===== src/rtl/pcg_pkg.sv =====
package pcg_pkg;

   // Upper limits checked at elaboration
   localparam int unsigned PCG_MAX_OUT  = 32;
   localparam int unsigned PCG_MAX_SYNC = 3;

   // State of the divide-by-two flop before an edge:
   // PH_OPEN means the coming edge starts a new output period.
   typedef enum logic {
      PH_OPEN  = 1'b0,
      PH_CLOSE = 1'b1
   } pcg_phase_e;

   // Level an output takes after the edge, given the enable, its phase
   // choice and the divider value after the same edge.
   function automatic logic pcg_level(input logic on,
                                      input logic want_true,
                                      input logic div_nx);
      return on & (want_true ? div_nx : ~div_nx);
   endfunction

endpackage


===== src/rtl/pcg_sync.sv =====
module pcg_sync #(
   parameter int unsigned WIDTH  = 1,
   parameter int unsigned STAGES = 0
) (
   input  logic             clk,
   input  logic             rst_n,
   input  logic [WIDTH-1:0] d,
   output logic [WIDTH-1:0] q
);

   generate
      if (STAGES == 0) begin : g_pass
         // Inputs already meet setup/hold to clk; the next register samples them
         assign q = d;
      end else begin : g_chain
         logic [WIDTH-1:0] stage_q [STAGES];

         for (genvar s = 0; s < STAGES; s++) begin : g_stage
            always_ff @(posedge clk or negedge rst_n) begin
               if (!rst_n) begin
                  stage_q[s] <= '0;
               end else if (s == 0) begin
                  stage_q[s] <= d;
               end else begin
                  stage_q[s] <= stage_q[(s == 0) ? 0 : s-1];
               end
            end
         end

         assign q = stage_q[STAGES-1];
      end
   endgenerate

endmodule


===== src/rtl/pcg_divider.sv =====
module pcg_divider
   import pcg_pkg::*;
(
   input  logic clk,
   input  logic rst_n,
   output logic div_q,
   output logic div_nx,
   output logic open_edge
);

   pcg_phase_e ph_q;

   always_ff @(posedge clk or negedge rst_n) begin
      if (!rst_n) begin
         ph_q <= PH_OPEN;
      end else begin
         ph_q <= (ph_q == PH_OPEN) ? PH_CLOSE : PH_OPEN;
      end
   end

   assign div_q     = logic'(ph_q);
   assign div_nx    = ~div_q;
   assign open_edge = (ph_q == PH_OPEN);

endmodule


===== src/rtl/pcg_state.sv =====
module pcg_state #(
   parameter int unsigned NUM_OUT = 4
) (
   input  logic               clk,
   input  logic               rst_n,
   input  logic               open_edge,
   input  logic [NUM_OUT-1:0] sel_s,
   input  logic               pwr_s,
   output logic [NUM_OUT-1:0] act_nx,
   output logic               on_nx
);

   logic [NUM_OUT-1:0] act_q;
   logic               on_q;
   logic               on_load;

   // Running needs power and at least one selected phase
   assign on_load = pwr_s & (|sel_s);

   // New state is accepted only where an output period opens
   assign act_nx = open_edge ? sel_s   : act_q;
   assign on_nx  = open_edge ? on_load : on_q;

   always_ff @(posedge clk or negedge rst_n) begin
      if (!rst_n) begin
         act_q <= '0;
         on_q  <= 1'b0;
      end else begin
         act_q <= act_nx;
         on_q  <= on_nx;
      end
   end

endmodule


===== src/rtl/pcg_drive.sv =====
module pcg_drive
   import pcg_pkg::*;
#(
   parameter int unsigned NUM_OUT = 4
) (
   input  logic               clk,
   input  logic               rst_n,
   input  logic               on_nx,
   input  logic               div_nx,
   input  logic [NUM_OUT-1:0] act_nx,
   output logic [NUM_OUT-1:0] clk_out
);

   generate
      for (genvar i = 0; i < NUM_OUT; i++) begin : g_out
         // One flop per output: equal clock-to-out path for every lane
         always_ff @(posedge clk or negedge rst_n) begin
            if (!rst_n) begin
               clk_out[i] <= 1'b0;
            end else begin
               clk_out[i] <= pcg_level(on_nx, act_nx[i], div_nx);
            end
         end
      end
   endgenerate

endmodule


===== src/rtl/pcg_phase_clkgen.sv =====
module pcg_phase_clkgen
   import pcg_pkg::*;
#(
   parameter int unsigned NUM_OUT     = 4,
   parameter int unsigned SYNC_STAGES = 0
) (
   input  logic               clk_in,
   input  logic               rst_n,
   input  logic [NUM_OUT-1:0] phase_sel,
   input  logic               pwr_n,
   output logic [NUM_OUT-1:0] clk_out
);

   localparam int unsigned CTRL_W = NUM_OUT + 1;

   generate
      if (NUM_OUT < 1 || NUM_OUT > PCG_MAX_OUT) begin : g_bad_num_out
         $error("pcg_phase_clkgen: NUM_OUT out of range");
      end
      if (SYNC_STAGES > PCG_MAX_SYNC) begin : g_bad_sync
         $error("pcg_phase_clkgen: SYNC_STAGES out of range");
      end
   endgenerate

   logic [CTRL_W-1:0]  ctrl_s;
   logic [NUM_OUT-1:0] sel_s;
   logic               pd_s;
   logic               div_q;
   logic               div_nx;
   logic               open_edge;
   logic [NUM_OUT-1:0] act_nx;
   logic               on_nx;

   pcg_sync #(
      .WIDTH  (CTRL_W),
      .STAGES (SYNC_STAGES)
   ) u_sync (
      .clk   (clk_in),
      .rst_n (rst_n),
      .d     ({pwr_n, phase_sel}),
      .q     (ctrl_s)
   );

   assign sel_s = ctrl_s[NUM_OUT-1:0];
   assign pd_s  = ctrl_s[NUM_OUT];

   pcg_divider u_div (
      .clk       (clk_in),
      .rst_n     (rst_n),
      .div_q     (div_q),
      .div_nx    (div_nx),
      .open_edge (open_edge)
   );

   pcg_state #(
      .NUM_OUT (NUM_OUT)
   ) u_state (
      .clk       (clk_in),
      .rst_n     (rst_n),
      .open_edge (open_edge),
      .sel_s     (sel_s),
      .pwr_s     (pd_s),
      .act_nx    (act_nx),
      .on_nx     (on_nx)
   );

   pcg_drive #(
      .NUM_OUT (NUM_OUT)
   ) u_drive (
      .clk     (clk_in),
      .rst_n   (rst_n),
      .on_nx   (on_nx),
      .div_nx  (div_nx),
      .act_nx  (act_nx),
      .clk_out (clk_out)
   );

endmodule


===== config.mk =====
export PLATFORM = sky130hd
export DESIGN_NAME = pcg_phase_clkgen
export DESIGN_NICKNAME = d
export VERILOG_FILES = /design/src/rtl/pcg_pkg.sv /design/src/rtl/pcg_sync.sv /design/src/rtl/pcg_divider.sv /design/src/rtl/pcg_state.sv /design/src/rtl/pcg_drive.sv /design/src/rtl/pcg_phase_clkgen.sv
export SDC_FILE = /design/constraint.sdc
export NUM_CORES = 1
export LEC_CHECK = 0
export BUFFER_PORTS_ARGS = -buffer_cell sky130_fd_sc_hd__buf_2
export CAP_MARGIN = 20
export CELL_PAD_IN_SITES_DETAIL_PLACEMENT = 2
export CELL_PAD_IN_SITES_GLOBAL_PLACEMENT = 2
export CORE_UTILIZATION = 23
export CTS_CLUSTER_DIAMETER = 60
export CTS_CLUSTER_SIZE = 14
export DETAILED_ROUTE_END_ITERATION = 12
export PLACE_DENSITY = 0.63
export SLEW_MARGIN = 10
export SYNTH_ARGS = -nofsm -noshare
export SYNTH_HDL_FRONTEND = slang
export SYNTH_HIERARCHICAL = 1
export SYNTH_SLANG_ARGS = --single-unit
export TNS_END_PERCENT = 100

===== constraint.sdc =====
create_clock -name clk_in -period 2.2 [get_ports clk_in]
set_clock_uncertainty 0.05 [all_clocks]
set_input_delay 0.44 -clock clk_in [delete_from_list [all_inputs] [get_ports clk_in]]
set_output_delay 0.44 -clock clk_in [all_outputs]
set_load 0.005 [all_outputs]

==> load_flow_metrics.sql, run 1 <==
INSERT INTO impl_metrics (metric_group, metric, value, unit) VALUES
('setup_path', 'worst-setup-path-type', 'reg2reg', ''),
('sta', 'fmaxAchievable', '654', 'MHz'),
('drt', 'final_antenna_net_count', '0', ''),
('grt', 'gr-usage-met2', '0.160', ''),
('grt', 'globalRouteMet1Util', '0.0809', ''),
('min_path', 'classification_of_the_worst_slack_hold_path', 'in2reg', ''),
('synth', 'mappedNetlistNets', '41', ''),
('sta', 'finalSetupTns', '0', 'ps'),
('drt', 'first_iter_violations', '2', ''),
('cells_and_area', 'ff_latch_area', '250', 'sq um'),
('place', 'final_hpwl_dp', '535', 'um'),
('place', 'post-place-ws', '659', 'ps'),
('drt', 'drt_wl_total', '722', 'um'),
('power', 'p_total', '0.343', 'mW'),
('sta', 'finalWorstSetupSlack', '672', 'ps'),
('floorplan', 'core_area', '1750', 'sq um'),
('synth', 'synth_cell_type_count', '10', ''),
('setup_path', 'critical_path_peak_fanout', '11', ''),
('clock_tree', 'cts_max_level', '1', ''),
('synth', 'synth_top_area_frac', '0.575', ''),
('synth', 'syn-mean-instance-area', '12.8', 'sq um'),
('sta', 'report.final.setup_viol', '0', ''),
('clock_tree', 'worst_setup_hold_path_clk_slew', '60', 'ps'),
('synth', 'post_synth_instance_area', '435', 'sq um'),
('power', 'vdd_ir_drop_max', '0.000197', 'V'),
('sta', 'post-route-min-period', '1530', 'ps'),
('synth', 'flops_latches_synth', '10', ''),
('setup_path', 'worstPathArrival', '1630', 'ps'),
('cells_and_area', 'share_of_post_route_cells_with_drive_strength_above_1', '0.415', ''),
('floorplan', 'std_cell_rows', '15', ''),
('flow_run', 'max-cap-violations', '0', ''),
('grt', 'initial_antenna_violation_count', '0', ''),
('floorplan', 'number_of_primary_i_o_pins', '11', ''),
('floorplan', 'initial_utilization', '0.249', ''),
('cells_and_area', 'fin_nets', '50', ''),
('sta', 'rsz0062_at_grt', 'false', ''),
('grt', 'grt_first_pass_wirelength', '1170', 'um'),
('sta', 'slew_viol_final', '0', ''),
('cells_and_area', 'multiInputGateArea', '121', 'sq um'),
('sta', 'max_slew.worst_pin.slew', '412', 'ps'),
('place', 'finalWeightedCongestion', '0.620', ''),
('cells_and_area', 'num-fill-cells', '200', ''),
('cells_and_area', 'syn_to_final_growth', '13.2', '%'),
('sta', 'hold_violations', '0', ''),
('sta', 'period_share', '0.695', ''),
('clock_tree', 'total_cts_buffers', '3', ''),
('grt', 'grt_pass1_vias', '295', ''),
('clock_tree', 'clk_latency', '260', 'ps'),
('clock_tree', 'cts-root-to-sink-buffers', '2', ''),
('synth', 'yosys_warnings', '6', ''),
('grt', 'grt_max_degree', '12', ''),
('clock_tree', 'cts_setup_buffers', '0', ''),
('grt', 'grt.total_usage', '0.0860', ''),
('drt', 'overall_via_count_from_detail_route', '246', ''),
('clock_tree', 'cts_root_buffer', 'sky130_fd_sc_hd__clkbuf_4', ''),
('run_status', 'status', 'finished, final reports clean', ''),
('clock_tree', 'tritoncts', 'yes', ''),
('grt', 'grt_use_met3', '0.0238', ''),
('drt', 'post_drt_wl_per_cell', '10.9', 'um'),
('floorplan', 'die_height', '45.5', 'um'),
('drt', 'firstDrtPassIters', '2', ''),
('clock_tree', 'cts_sinks', '10', ''),
('drt', 'post-route-drc-count', '0', ''),
('synth', 'synthDominantAreaCellType', 'sky130_fd_sc_hd__dfrtp_1', ''),
('floorplan', 'die_width', '45.5', 'um'),
('setup_path', 'start_kind', 'flop', ''),
('synth', 'synth_top_cells_by_area', 'sky130_fd_sc_hd__dfrtp_1 57%, sky130_fd_sc_hd__buf_4 10%, sky130_fd_sc_hd__mux2_2 10%, sky130_fd_sc_hd__xnor2_1 8.0%, sky130_fd_sc_hd__and2_1 5.7%', ''),
('floorplan', 'dieArea', '2070', 'sq um'),
('place', 'numPortBuffers', '10', ''),
('drt', 'drt_via_density', '3.73', ''),
('synth', 'yosysSeqAreaShare', '0.575', ''),
('setup_path', 'critPathCaptureType', 'flop', ''),
('synth', 'postSynthCellCount', '34', ''),
('power', 'p_leak', '0.229', 'nW'),
('grt', 'grt_busiest_layer', 'met2', ''),
('setup_path', 'critical_path_required', '2300', 'ps'),
('sta', 'timing.slew.headroom', '0.725', ''),
('power', 'power_density', '696', 'nW/um^2'),
('cells_and_area', 'n_antenna_cell', '0', ''),
('grt', 'globalRoute.totalOverflow', '0', '');
-- state kept, by name, summed over array words and instances, names as in the netlist --
signal / cells
u_drive/clk_out: 4
u_state/act_q: 4
u_div/div_q: 1
u_state/on_q: 1
-- layout make-up --
cell class              count  area share
clock buffers               3      0.0457
inverters                   2      0.0152
multi-input cells          15       0.246
well taps                  25      0.0635
repair buffers             11       0.122
flip-flops and latches     10       0.508
-- final timing paths --
| kind | to | cells past startpoint | from | slack [ps] |
|---|---|---|---|---|
| worst min-delay path | u_state/act_q[0] | 2 | phase_sel[0] | 420 |
| worst max-delay path | u_drive/clk_out[1] | 4 | u_div/div_q | 670 |
| worst min register to register | u_state/act_q[1] | 1 | u_state/act_q[1] | 480 |
| min in group asynchronous | u_drive/clk_out[3] | 2 | rst_n | 530 |
| max in group asynchronous | u_state/act_q[1] | 2 | rst_n | 1380 |
| worst max register to register | u_drive/clk_out[1] | 4 | u_div/div_q | 670 |
-- critical path: stages (launching register included) --
cell and delay, ps:
sky130_fd_sc_hd__dfrtp_1 360, sky130_fd_sc_hd__inv_1 310, sky130_fd_sc_hd__mux2_2 410, sky130_fd_sc_hd__xnor2_1 130, sky130_fd_sc_hd__and2_1 170
-- Yosys cell counts, drive strengths merged --
| cell type | n |
|---|---|
| dfrtp | 10 |
| buf | 7 |
| and2 | 4 |
| mux2 | 4 |
| xnor2 | 4 |
| inv | 2 |
| nand2 | 1 |
| nor4 | 1 |
| o22ai | 1 |
-- metal layers --
layer	up-vias	wire [um]
met3	0	23
met5	-	0
met2	4	410
met4	0	0
li1	116	-
met1	126	288
-- cell families (layout without fill, tap and decap cells) --
logic type | count (synthesis) | count (layout) | share of synthesized area
flops | 10 | 10 | 0.575
xor+xnor | 4 | 4 | 0.0805
simple gates | 6 | 6 | 0.0805
mux | 4 | 4 | 0.103
buf+inv | 9 | 16 | 0.147
compound gates | 1 | 1 | 0.0144
-- timing repair --
item | in CTS | in global routing
hold buffers | 1 | 0
resized for setup | 0 | 0
hold endpoints to repair | 10 | 0
-- cell usage in the layout (no fill, tap or decap) --
| master | count |
|---|---|
| sky130_fd_sc_hd__buf_2 | 10 |
| sky130_fd_sc_hd__dfrtp_1 | 10 |
| sky130_fd_sc_hd__xnor2_1 | 4 |
| sky130_fd_sc_hd__and2_1 | 4 |
| sky130_fd_sc_hd__mux2_2 | 4 |
| sky130_fd_sc_hd__clkbuf_4 | 3 |
| sky130_fd_sc_hd__inv_1 | 2 |
| sky130_fd_sc_hd__dlygate4sd3_1 | 1 |
| sky130_fd_sc_hd__nor4_1 | 1 |
| sky130_fd_sc_hd__nand2_1 | 1 |
| sky130_fd_sc_hd__o22ai_1 | 1 |
-- per-stage QoR --
stage          utilization  std cells  hold WS [ps]  instance area, sq um
6_report             0.282         66           420                   493
5_1_grt              0.282         66           418                   493
4_1_cts              0.282         66           415                   493
3_5_place_dp         0.264         62           262                   460
3_3_place_gp         0.264         62           254                   460
2_1_floorplan            -         34          94.4                   435
-- where the power goes --
group | switching, mW | total [mW] | internal (mW)
Sequential | 0.00203 | 0.195 | 0.193
Combinational | 0.0135 | 0.0289 | 0.0154
Clock | 0.0566 | 0.119 | 0.0629
Total | 0.0721 | 0.343 | 0.271
Power figures use the tool's default switching activity.
==> inputs of run 2 (changes only) <==
Settings changed: PLACE_DENSITY 0.63 to 0.65.
Clock period 2.2 ns to 1.3 ns, I/O delays scaled along.
==> run 2 against run 1 <==
  * Final area is 16% higher
  * Combinational power is 95% higher
  * Via count increased by 13%
  * Critical path type unchanged
  * Largest power group unchanged
  * Highest routed layer is now met4
==> load_flow_metrics.sql, run 2 (same netlist as run 1, synthesis figures left out) <==
INSERT INTO impl_metrics (metric_group, metric, value, unit) VALUES
('min_path', 'hold_path_cells', '2', ''),
('place', 'numPortBuffers', '10', ''),
('clock_tree', 'clk_latency', '270', 'ps'),
('drt', 'overall_via_count_from_detail_route', '278', ''),
('sta', 'max_slew.worst_pin.slew', '339', 'ps'),
('setup_path', 'critical-path-slowest-cell', 'sky130_fd_sc_hd__dfrtp_1', ''),
('sta', 'rsz0062_at_grt', 'true', ''),
('sta', 'period_share', '0.971', ''),
('drt', 'post-route-drc-count', '0', ''),
('grt', 'grt.total_usage', '0.112', ''),
('setup_path', 'critical_path_peak_fanout', '6', ''),
('clock_tree', 'cts_root_buffer', 'sky130_fd_sc_hd__clkbuf_4', ''),
('clock_tree', 'cts_sinks', '10', ''),
('flow_run', 'max-cap-violations', '0', ''),
('sta', 'timing.slew.headroom', '0.772', ''),
('setup_path', 'r2r.worst_path.cells', '4', ''),
('setup_path', 'rr_startpoint', 'u_div/div_q', ''),
('place', 'final_hpwl_dp', '629', 'um'),
('drt', 'post_drt_wl_per_cell', '13.0', 'um'),
('place', 'place_area', '483', 'sq um'),
('cells_and_area', 'mostFrequentLayoutCells', '10 x sky130_fd_sc_hd__buf_2, 10 x sky130_fd_sc_hd__dfrtp_1', ''),
('drt', 'firstDrtPassIters', '2', ''),
('setup_path', 'worst-path-stages', '4', ''),
('min_path', 'classification_of_the_worst_slack_hold_path', 'in2reg', ''),
('setup_path', 'cp_top_family', 'flip-flops', ''),
('setup_path', 'critPathCaptureType', 'flop', ''),
('power', 'power_density', '1180', 'nW/um^2'),
('setup_path', 'worst-setup-path-type', 'reg2reg', ''),
('setup_path', 'crit_buf_inv', '1', ''),
('cells_and_area', 'n_antenna_cell', '0', ''),
('drt', 'drt_wl_total', '935', 'um'),
('setup_path', 'start_kind', 'flop', ''),
('setup_path', 'worstPathArrival', '1370', 'ps'),
('power', 'vdd_ir_drop_max', '0.000364', 'V'),
('setup_path', 'timing.critical_path.cells', 'inv_4 > mux2_4 > xnor2_1 > and2_1', ''),
('floorplan', 'number_of_primary_i_o_pins', '11', ''),
('setup_path', 'crit_path_max_incr_delay', '400', 'ps'),
('cells_and_area', 'utilization', '0.328', ''),
('clock_tree', 'cts-root-to-sink-buffers', '2', ''),
('grt', 'grt_max_degree', '11', ''),
('grt', 'grt_pass1_vias', '303', ''),
('sta', 'holdWs', '209', 'ps'),
('grt', 'globalRoute.totalOverflow', '0', ''),
('min_path', 'min_from', 'phase_sel[0]', ''),
('cells_and_area', 'final_cell_area', '572', 'sq um'),
('drt', 'drt_via_density', '3.86', ''),
('clock_tree', 'tritoncts', 'yes', ''),
('floorplan', 'initial_utilization', '0.249', ''),
('cells_and_area', 'fin_nets', '55', ''),
('floorplan', 'core_area', '1750', 'sq um'),
('cells_and_area', 'top_regs', 'u_drive/clk_out: 4 flops, u_state/act_q: 4 flops', ''),
('setup_path', 'crit_start', 'u_div/div_q', ''),
('floorplan', 'dieArea', '2070', 'sq um'),
('sta', 'post-route-min-period', '1260', 'ps'),
('power', 'p_leak', '0.277', 'nW'),
('sta', 'report.final.setup_viol', '0', ''),
('drt', 'final_antenna_net_count', '0', ''),
('cells_and_area', 'syn_to_final_growth', '31.3', '%'),
('power', 'p_total', '0.673', 'mW'),
('grt', 'initial_antenna_violation_count', '0', ''),
('floorplan', 'die_width', '45.5', 'um'),
('grt', 'grt_first_pass_wirelength', '1460', 'um'),
('setup_path', 'critical_path_required', '1410', 'ps'),
('cells_and_area', 'share_of_post_route_cells_with_drive_strength_above_1', '0.532', ''),
('sta', 'fmaxAchievable', '792', 'MHz'),
('sta', 'hold_violations', '0', ''),
('place', 'finalWeightedCongestion', '0.641', ''),
('run_status', 'status', 'finished, final reports clean', ''),
('drt', 'first_iter_violations', '1', ''),
('floorplan', 'die_height', '45.5', 'um'),
('clock_tree', 'total_cts_buffers', '3', ''),
('clock_tree', 'worst_setup_hold_path_clk_slew', '70', 'ps'),
('cells_and_area', 'num-fill-cells', '199', ''),
('sta', 'slew_viol_final', '0', ''),
('floorplan', 'std_cell_rows', '15', ''),
('clock_tree', 'cts_max_level', '1', '');
## run 2: power breakdown
group          switching, mW  internal [mW]  total (mW)  leakage (nW)
clock network          0.116          0.170       0.286        0.0210
registers            0.00442          0.326       0.330         0.120
logic                 0.0258         0.0306      0.0564         0.136
## run 2: area by class of cell
| class | count | area (sq um) | area share |
|---|---|---|---|
| Sequential cell | 10 | 250 | 0.438 |
| Multi-Input combinational cell | 15 | 143 | 0.249 |
| Timing Repair Buffer | 16 | 101 | 0.177 |
| Clock buffer | 4 | 36.3 | 0.0635 |
| Tap cell | 25 | 31.3 | 0.0547 |
| Inverter | 2 | 10.0 | 0.0175 |
## run 2: worst reg2reg max path, cell delays in order (launching register included)
cell	delay [ps]
sky130_fd_sc_hd__dfrtp_1	400
sky130_fd_sc_hd__inv_4	110
sky130_fd_sc_hd__mux2_4	330
sky130_fd_sc_hd__xnor2_1	120
sky130_fd_sc_hd__and2_1	150
## run 2: stage by stage
stage                     instances  setup slack (ps)  setup TNS [ps]
final                            72              38.0               0
after floorplan                  34              11.4               0
after detailed placement         65             -20.4           -21.3
after global placement           65              6.83               0
after global routing             72             -22.1           -32.0
after CTS                        72             -11.0           -13.1
## run 2: what timing repair did
item / in CTS / in global routing
setup endpoints to repair: 4 / 4
gates resized for setup: 0 / 7
hold buffers: 1 / 0
endpoints found under the hold margin: 10 / 0
buffers inserted: 2 / 1
gates cloned: 0 / 0
## run 2: final timing paths
path	to	slack, ps
worst max-delay path	u_drive/clk_out[2]	40
worst min-delay path	u_state/act_q[0]	210
worst max register to register	u_drive/clk_out[2]	40
worst min register to register	u_state/act_q[1]	460
max in group asynchronous	u_state/act_q[1]	680
min in group asynchronous	u_drive/clk_out[0]	330
## run 2: routing by layer
layer / global-route usage / part of all wire
met3: 0.0357 / 0.031
met2: 0.171 / 0.54
met5: 0 / 0
met4: 0.109 / 0.039
met1: 0.118 / 0.39
